File: src/rtl/gpio_ovr_pkg.sv
`timescale 1ns/1ps
package gpio_ovr_pkg;
  localparam int NPINS  = 6;
  localparam int DATA_W = 8;
  localparam int ADDR_W = 2;

  // pins whose role is fixed by the peripheral wiring
  localparam int SCL_IDX = 5;
  localparam int SDA_IDX = 4;
  localparam int TX_IDX  = 0;
  localparam int RX_IDX  = 2;
  localparam int SD_IDX  = 5;

  localparam logic [ADDR_W-1:0] A_STS = 2'd0;
  localparam logic [ADDR_W-1:0] A_DIR = 2'd1;
  localparam logic [ADDR_W-1:0] A_DAT = 2'd2;

  typedef enum logic [2:0] {
    OWN_GPIO,
    OWN_PWM,
    OWN_PWM_SD,
    OWN_I2C,
    OWN_TX,
    OWN_RX
  } owner_e;

  // priority: PWM > I2C > serial > direction register
  function automatic owner_e pick_owner(input int idx, input logic pwm_on,
                                        input logic sd_on, input logic i2c_on,
                                        input logic tx_on, input logic rx_on);
    if (pwm_on) return (idx == SD_IDX && sd_on) ? OWN_PWM_SD : OWN_PWM;
    if (i2c_on && (idx == SCL_IDX || idx == SDA_IDX)) return OWN_I2C;
    if (tx_on && idx == TX_IDX) return OWN_TX;
    if (rx_on && idx == RX_IDX) return OWN_RX;
    return OWN_GPIO;
  endfunction
endpackage

File: src/rtl/gpio_ovr_sync.sv
`timescale 1ns/1ps
module gpio_ovr_sync #(
  parameter int WIDTH  = 6,
  parameter int STAGES = 2
) (
  input  logic             clk,
  input  logic             rst_n,
  input  logic [WIDTH-1:0] din,
  output logic [WIDTH-1:0] dout
);
  logic [WIDTH-1:0] stg [STAGES];

  always_ff @(posedge clk or negedge rst_n) begin
    if (!rst_n) stg[0] <= '0;
    else        stg[0] <= din;
  end

  for (genvar s = 1; s < STAGES; s++) begin : g_stage
    always_ff @(posedge clk or negedge rst_n) begin
      if (!rst_n) stg[s] <= '0;
      else        stg[s] <= stg[s-1];
    end
  end

  assign dout = stg[STAGES-1];
endmodule

File: src/rtl/gpio_ovr_regs.sv
`timescale 1ns/1ps
module gpio_ovr_regs
  import gpio_ovr_pkg::*;
#(
  parameter int NP = NPINS,
  parameter int DW = DATA_W,
  parameter int AW = ADDR_W
) (
  input  logic          clk,
  input  logic          rst_n,
  input  logic          wr,
  input  logic [AW-1:0] addr,
  input  logic [DW-1:0] wdata,
  output logic [DW-1:0] rdata,
  input  logic [NP-1:0] pin_sts,
  output logic [NP-1:0] dir_q,
  output logic [NP-1:0] dat_q
);
  localparam int PAD = DW - NP;

  logic wr_dir, wr_dat;
  logic unused_wbits;

  assign wr_dir = wr && (addr == A_DIR);
  assign wr_dat = wr && (addr == A_DAT);
  assign unused_wbits = ^wdata[DW-1:NP];

  always_ff @(posedge clk or negedge rst_n) begin
    if (!rst_n) begin
      dir_q <= '0;
      dat_q <= '0;
    end else begin
      if (wr_dir) dir_q <= wdata[NP-1:0];
      if (wr_dat) dat_q <= wdata[NP-1:0];
    end
  end

  always_comb begin
    unique case (addr)
      A_STS:   rdata = {{PAD{1'b0}}, pin_sts};
      A_DIR:   rdata = {{PAD{1'b0}}, dir_q};
      A_DAT:   rdata = {{PAD{1'b0}}, dat_q};
      default: rdata = '0;
    endcase
  end
endmodule

File: src/rtl/gpio_ovr_mux.sv
`timescale 1ns/1ps
module gpio_ovr_mux
  import gpio_ovr_pkg::*;
#(
  parameter int NP = NPINS
) (
  input  logic                dir_q_i,
  input  logic [NP-1:0]       dir_q,
  input  logic [NP-1:0]       dat_q,
  input  logic [NP-1:0]       pwm_en,
  input  logic [NP-1:0]       pwm_val,
  input  logic                pwm_sd_en,
  input  logic                i2c_en,
  input  logic                i2c_scl_low,
  input  logic                i2c_sda_low,
  input  logic                ser_tx_en,
  input  logic                ser_tx_d,
  input  logic                ser_rx_en,
  output owner_e [NP-1:0]     owner,
  output logic [NP-1:0]       pin_oe,
  output logic [NP-1:0]       pin_out
);
  logic unused_tie;
  assign unused_tie = dir_q_i;

  for (genvar i = 0; i < NP; i++) begin : g_pin
    logic od_low;
    logic tx_bit;

    if (i == SCL_IDX) begin : g_scl
      assign od_low = i2c_scl_low;
    end else if (i == SDA_IDX) begin : g_sda
      assign od_low = i2c_sda_low;
    end else begin : g_nod
      assign od_low = 1'b0;
    end

    if (i == TX_IDX) begin : g_tx
      assign tx_bit = ser_tx_d;
    end else begin : g_ntx
      assign tx_bit = 1'b0;
    end

    always_comb begin
      owner[i] = pick_owner(i, pwm_en[i], pwm_sd_en, i2c_en, ser_tx_en, ser_rx_en);
      unique case (owner[i])
        OWN_PWM:    begin pin_oe[i] = 1'b1;   pin_out[i] = pwm_val[i]; end
        OWN_PWM_SD: begin pin_oe[i] = 1'b0;   pin_out[i] = 1'b0;       end
        OWN_I2C:    begin pin_oe[i] = od_low; pin_out[i] = 1'b0;       end
        OWN_TX:     begin pin_oe[i] = 1'b1;   pin_out[i] = tx_bit;     end
        OWN_RX:     begin pin_oe[i] = 1'b0;   pin_out[i] = 1'b0;       end
        default:    begin pin_oe[i] = dir_q[i]; pin_out[i] = dir_q[i] & dat_q[i]; end
      endcase
    end
  end
endmodule

File: src/rtl/gpio_override_port.sv
`timescale 1ns/1ps
module gpio_override_port
  import gpio_ovr_pkg::*;
#(
  parameter int NP          = NPINS,
  parameter int DW          = DATA_W,
  parameter int AW          = ADDR_W,
  parameter int SYNC_STAGES = 2
) (
  input  logic          clk,
  input  logic          rst_n,
  input  logic          reg_wr,
  input  logic [AW-1:0] reg_addr,
  input  logic [DW-1:0] reg_wdata,
  output logic [DW-1:0] reg_rdata,
  input  logic [NP-1:0] pin_in,
  output logic [NP-1:0] pin_oe,
  output logic [NP-1:0] pin_out,
  input  logic [NP-1:0] pwm_en,
  input  logic [NP-1:0] pwm_val,
  input  logic          pwm_sd_en,
  output logic          pwm_fault_in,
  input  logic          i2c_en,
  input  logic          i2c_scl_low,
  input  logic          i2c_sda_low,
  output logic          i2c_scl_in,
  output logic          i2c_sda_in,
  input  logic          ser_tx_en,
  input  logic          ser_tx_d,
  input  logic          ser_rx_en,
  output logic          ser_rx_in
);
  // named internal wires, visible to the bound checker
  logic [NP-1:0]   pin_sync;
  logic [NP-1:0]   dir_q;
  logic [NP-1:0]   dat_q;
  owner_e [NP-1:0] owner;

  gpio_ovr_sync #(.WIDTH(NP), .STAGES(SYNC_STAGES)) u_sync (
    .clk  (clk),
    .rst_n(rst_n),
    .din  (pin_in),
    .dout (pin_sync)
  );

  gpio_ovr_regs #(.NP(NP), .DW(DW), .AW(AW)) u_regs (
    .clk    (clk),
    .rst_n  (rst_n),
    .wr     (reg_wr),
    .addr   (reg_addr),
    .wdata  (reg_wdata),
    .rdata  (reg_rdata),
    .pin_sts(pin_sync),
    .dir_q  (dir_q),
    .dat_q  (dat_q)
  );

  gpio_ovr_mux #(.NP(NP)) u_mux (
    .dir_q_i    (1'b0),
    .dir_q      (dir_q),
    .dat_q      (dat_q),
    .pwm_en     (pwm_en),
    .pwm_val    (pwm_val),
    .pwm_sd_en  (pwm_sd_en),
    .i2c_en     (i2c_en),
    .i2c_scl_low(i2c_scl_low),
    .i2c_sda_low(i2c_sda_low),
    .ser_tx_en  (ser_tx_en),
    .ser_tx_d   (ser_tx_d),
    .ser_rx_en  (ser_rx_en),
    .owner      (owner),
    .pin_oe     (pin_oe),
    .pin_out    (pin_out)
  );

  assign i2c_scl_in   = pin_sync[SCL_IDX];
  assign i2c_sda_in   = pin_sync[SDA_IDX];
  assign pwm_fault_in = pin_sync[SD_IDX];
  assign ser_rx_in    = pin_sync[RX_IDX];
endmodule

File: config.mk
export PLATFORM = sky130hd
export DESIGN_NAME = gpio_override_port
export DESIGN_NICKNAME = d
export VERILOG_FILES = /design/src/rtl/gpio_ovr_pkg.sv /design/src/rtl/gpio_ovr_sync.sv /design/src/rtl/gpio_ovr_regs.sv /design/src/rtl/gpio_ovr_mux.sv /design/src/rtl/gpio_override_port.sv
export SDC_FILE = /design/constraint.sdc
export NUM_CORES = 1
export LEC_CHECK = 0
export BUFFER_PORTS_ARGS = -buffer_cell sky130_fd_sc_hd__buf_2
export CORE_MARGIN = 2
export CORE_UTILIZATION = 46
export DETAILED_ROUTE_END_ITERATION = 12
export GPL_TIMING_DRIVEN = 1
export PLACE_DENSITY = 0.85
export SLEW_MARGIN = 20
export SYNTH_ARGS = -nofsm -noshare
export SYNTH_HDL_FRONTEND = slang
export SYNTH_SLANG_ARGS = --single-unit
File: constraint.sdc
create_clock -name clk -period 2.7 [get_ports clk]
set_clock_uncertainty 0.2 [all_clocks]
set_input_delay 0.405 -clock clk [delete_from_list [all_inputs] [get_ports clk]]
set_output_delay 0.405 -clock clk [all_outputs]
set_load 0.01 [all_outputs]
==> metrics.csv <==
metric;value;unit
min_path_cells;2;
clock_latency;0.31;ns
cts_root_buf;clkbuf_4;
ys_warn_count;0;
multi_input_area;460.4;um^2
end_kind;output port;
hold_viol;0;
rsz0062_at_grt;no;
antenna_found_initial;0;
grt_start_max_net_pins;25;
regArea;600.6;um^2
yosysTopAreaCell;dfrtp_1;
post-dp-hpwl;1.659;mm
fin_tns_setup;0;ns
critical_path_arrival;1.43;ns
pin_count;62;
cpMostUsedCell;buf_2;
report.final.slew_viol_count;0;
crit_type;in -> out;
whs_endpoint;u_regs.dir_q[3];
finalSetupViolCount;0;
crit_family;simple AND/OR/NAND/NOR gates;
final_nets;187;
yosysSeqAreaShare;0.5430;
drt_iter0_markers;2;
viasPerCell;4.960;
reg2reg_to;u_regs.dir_q[2];
antenna_cells;0;
max_slew_margin;0.6618;
critPathRequiredTime;2.10;ns
whs;0.1273;ns
syn_area;0.001106;mm^2
yosys.area.top_type_share;0.5430;
clk_pin_slew;0.13;ns
grt_overflow_total;0;
tightestPinTransition;0.5062;ns
crit_buf_inv;2;
cts_made_buffers;3;
cap_violations;0;
leakage;0.7719;nW
cts_buffer_depth;2;
num_rows;17;
port_buffers;57;
worstReg2RegStart;u_regs.dir_q[2];
drt_wl_total;2.223;mm
synthArstFlopShare;1.000;
area.growth.synth_to_final;36.31;%
finalCritPeriodShare;0.7532;
routed-via-count;873;
track_usage;0.1759;
coreArea;0.002233;mm^2
clock-sinks;24;
final_antenna_net_count;0;
synth-edff-count;0;
slowest_stage;nor2b_1;
synth.area.top_cells;dfrtp_1 54%, mux2_2 12%, mux2i_1 7.2%;
hp-start;reg_wdata[3];
htreeDepth;1;
fmax;491.7;MHz
post_cts_buffers;0;
ff2ff_setup_slack;1.69;ns
ys.flop_type;dfrtp_1;
crit_path_cell_trace;buf_2 -> nor2b_1 -> o2bb2ai_1 -> buf_2;
max_stage_delay;0.47;ns
die_h;53.04;um
cts_tree;done;
dieArea;0.002813;mm^2
gp_congestion;0.6540;
status;completed;
powerDensity;578.1;mW/mm^2
syn_avg_cell_area;13.17;um^2
hold_class;in -> reg;
fill_cells;179;
critPathMaxFanout;9;
grt_first_pass_wirelength;3.525;mm
drcViolationCount;0;
dr.pass1.iters;2;
synthCells;84;
start_kind;primary input;
die_w;53.04;um
initial_core_util;0.4952;
wire_per_inst;12.63;um
synth_cell_types;20;
drive_above_1_share;0.5203;
period_needed;2.034;ns
yosys_register_bits;24;
grt_pass1_vias;852;
worstRegToRegCells;1;
ir_drop;741.6;uV
==> per-layer routing <==
layer	routed length [um]	vias to the layer above	global-route usage
met5	0	-	0
met4	5	0	0.05128
met3	207	2	0.04237
met2	1056	46	0.3292
met1	953	396	0.1949
li1	-	429	-
==> cells in the mapped netlist (2+ instances only) <==
library cell,instances
a21oi_1,2
buf_4,3
buf_6,2
dfrtp_1,24
mux2_2,12
mux2i_1,8
nand2_1,6
nand3b_1,3
nand3b_4,2
nor2b_1,4
o21ai_0,3
o2bb2ai_1,6
or2_2,2
==> metrics by stage <==
step	instance area, um^2	cells	util	total power [W]	worst slack (ns)
2_1_floorplan	1110	85	-	0.0005423	1.091
4_1_cts	1508	176	0.6751	0.0008806	0.6684
3_5_place_dp	1385	165	0.6202	0.0006215	0.6735
3_3_place_gp	1385	165	0.6202	0.0006130	0.6774
5_1_grt	1508	176	0.6751	0.0009231	0.6110
6_report	1508	176	0.6751	0.0008716	0.6664
==> where the power goes <==
part / internal (W) / switching [W]
Clock: 0.000150 / 0.000101
Sequential: 0.000402 / 0.0000309
Combinational: 0.000104 / 0.0000828
==> flip-flops by register name (all words and copies together) (netlist names) <==
signal,flops
u_sync.stg,6
u_regs.dat_q,6
u_sync.dout,6
u_regs.dir_q,6
==> worst max path at each step <==
stage / slack (ns) / end / from / depth (start not counted)
finish: 0.67 / reg_rdata[2] / reg_addr[0] / 4
global route: 0.61 / reg_rdata[1] / reg_addr[0] / 4
CTS: 0.67 / reg_rdata[2] / reg_addr[0] / 4
detailed placement: 0.67 / reg_rdata[2] / reg_addr[0] / 4
global placement: 0.68 / reg_rdata[3] / reg_addr[0] / 4
floorplan: 1.09 / reg_rdata[0] / reg_addr[0] / 3
==> cell families (layout without fill, tap and decap cells) <==
kind of cell	Yosys count	count (layout)	share of synthesized area
DFF	24	24	0.5430
muxes	20	20	0.1946
and+or+nand+nor	18	18	0.1165
AOI/OAI and AO/OA	15	15	0.09842
buffers and inverters	6	69	0.04411
other	1	2	0.003390
==> area by class of cell <==
cell class / count / share of cell area
clock inverter: 1 / 0.01992
sequential: 24 / 0.3983
inverter: 1 / 0.002490
timing repair buffer: 64 / 0.2357
clock buffer: 3 / 0.01494
tap: 28 / 0.02324
multi-input combinational: 55 / 0.3054
==> cells in the final DEF, fill, tap and decap left out <==
cell | netlist | routed
buf_2 | 0 | 57
dfrtp_1 | 24 | 24
mux2_2 | 12 | 12
mux2i_1 | 8 | 8
dlygate4sd3_1 | 0 | 7
o2bb2ai_1 | 6 | 6
nand2_1 | 6 | 6
nor2b_1 | 4 | 4
nand3b_1 | 3 | 3
o21ai_0 | 3 | 3
clkbuf_4 | 0 | 3
a21oi_1 | 2 | 2
or2_2 | 2 | 2
nand3b_4 | 2 | 2
conb_1 | 1 | 2
a22o_1 | 1 | 1
o22ai_1 | 1 | 1
a211o_1 | 1 | 1
or3_1 | 1 | 1
inv_1 | 1 | 1
a21o_1 | 1 | 1
bufinv_16 | 0 | 1
==> what timing repair did <==
item                       in CTS  in global routing
hold buffers                    7                  0
setup endpoints to repair       0                  0
gates resized for setup         0                  0
hold endpoints to repair       30                  0
(Power assumes the default switching activity.)
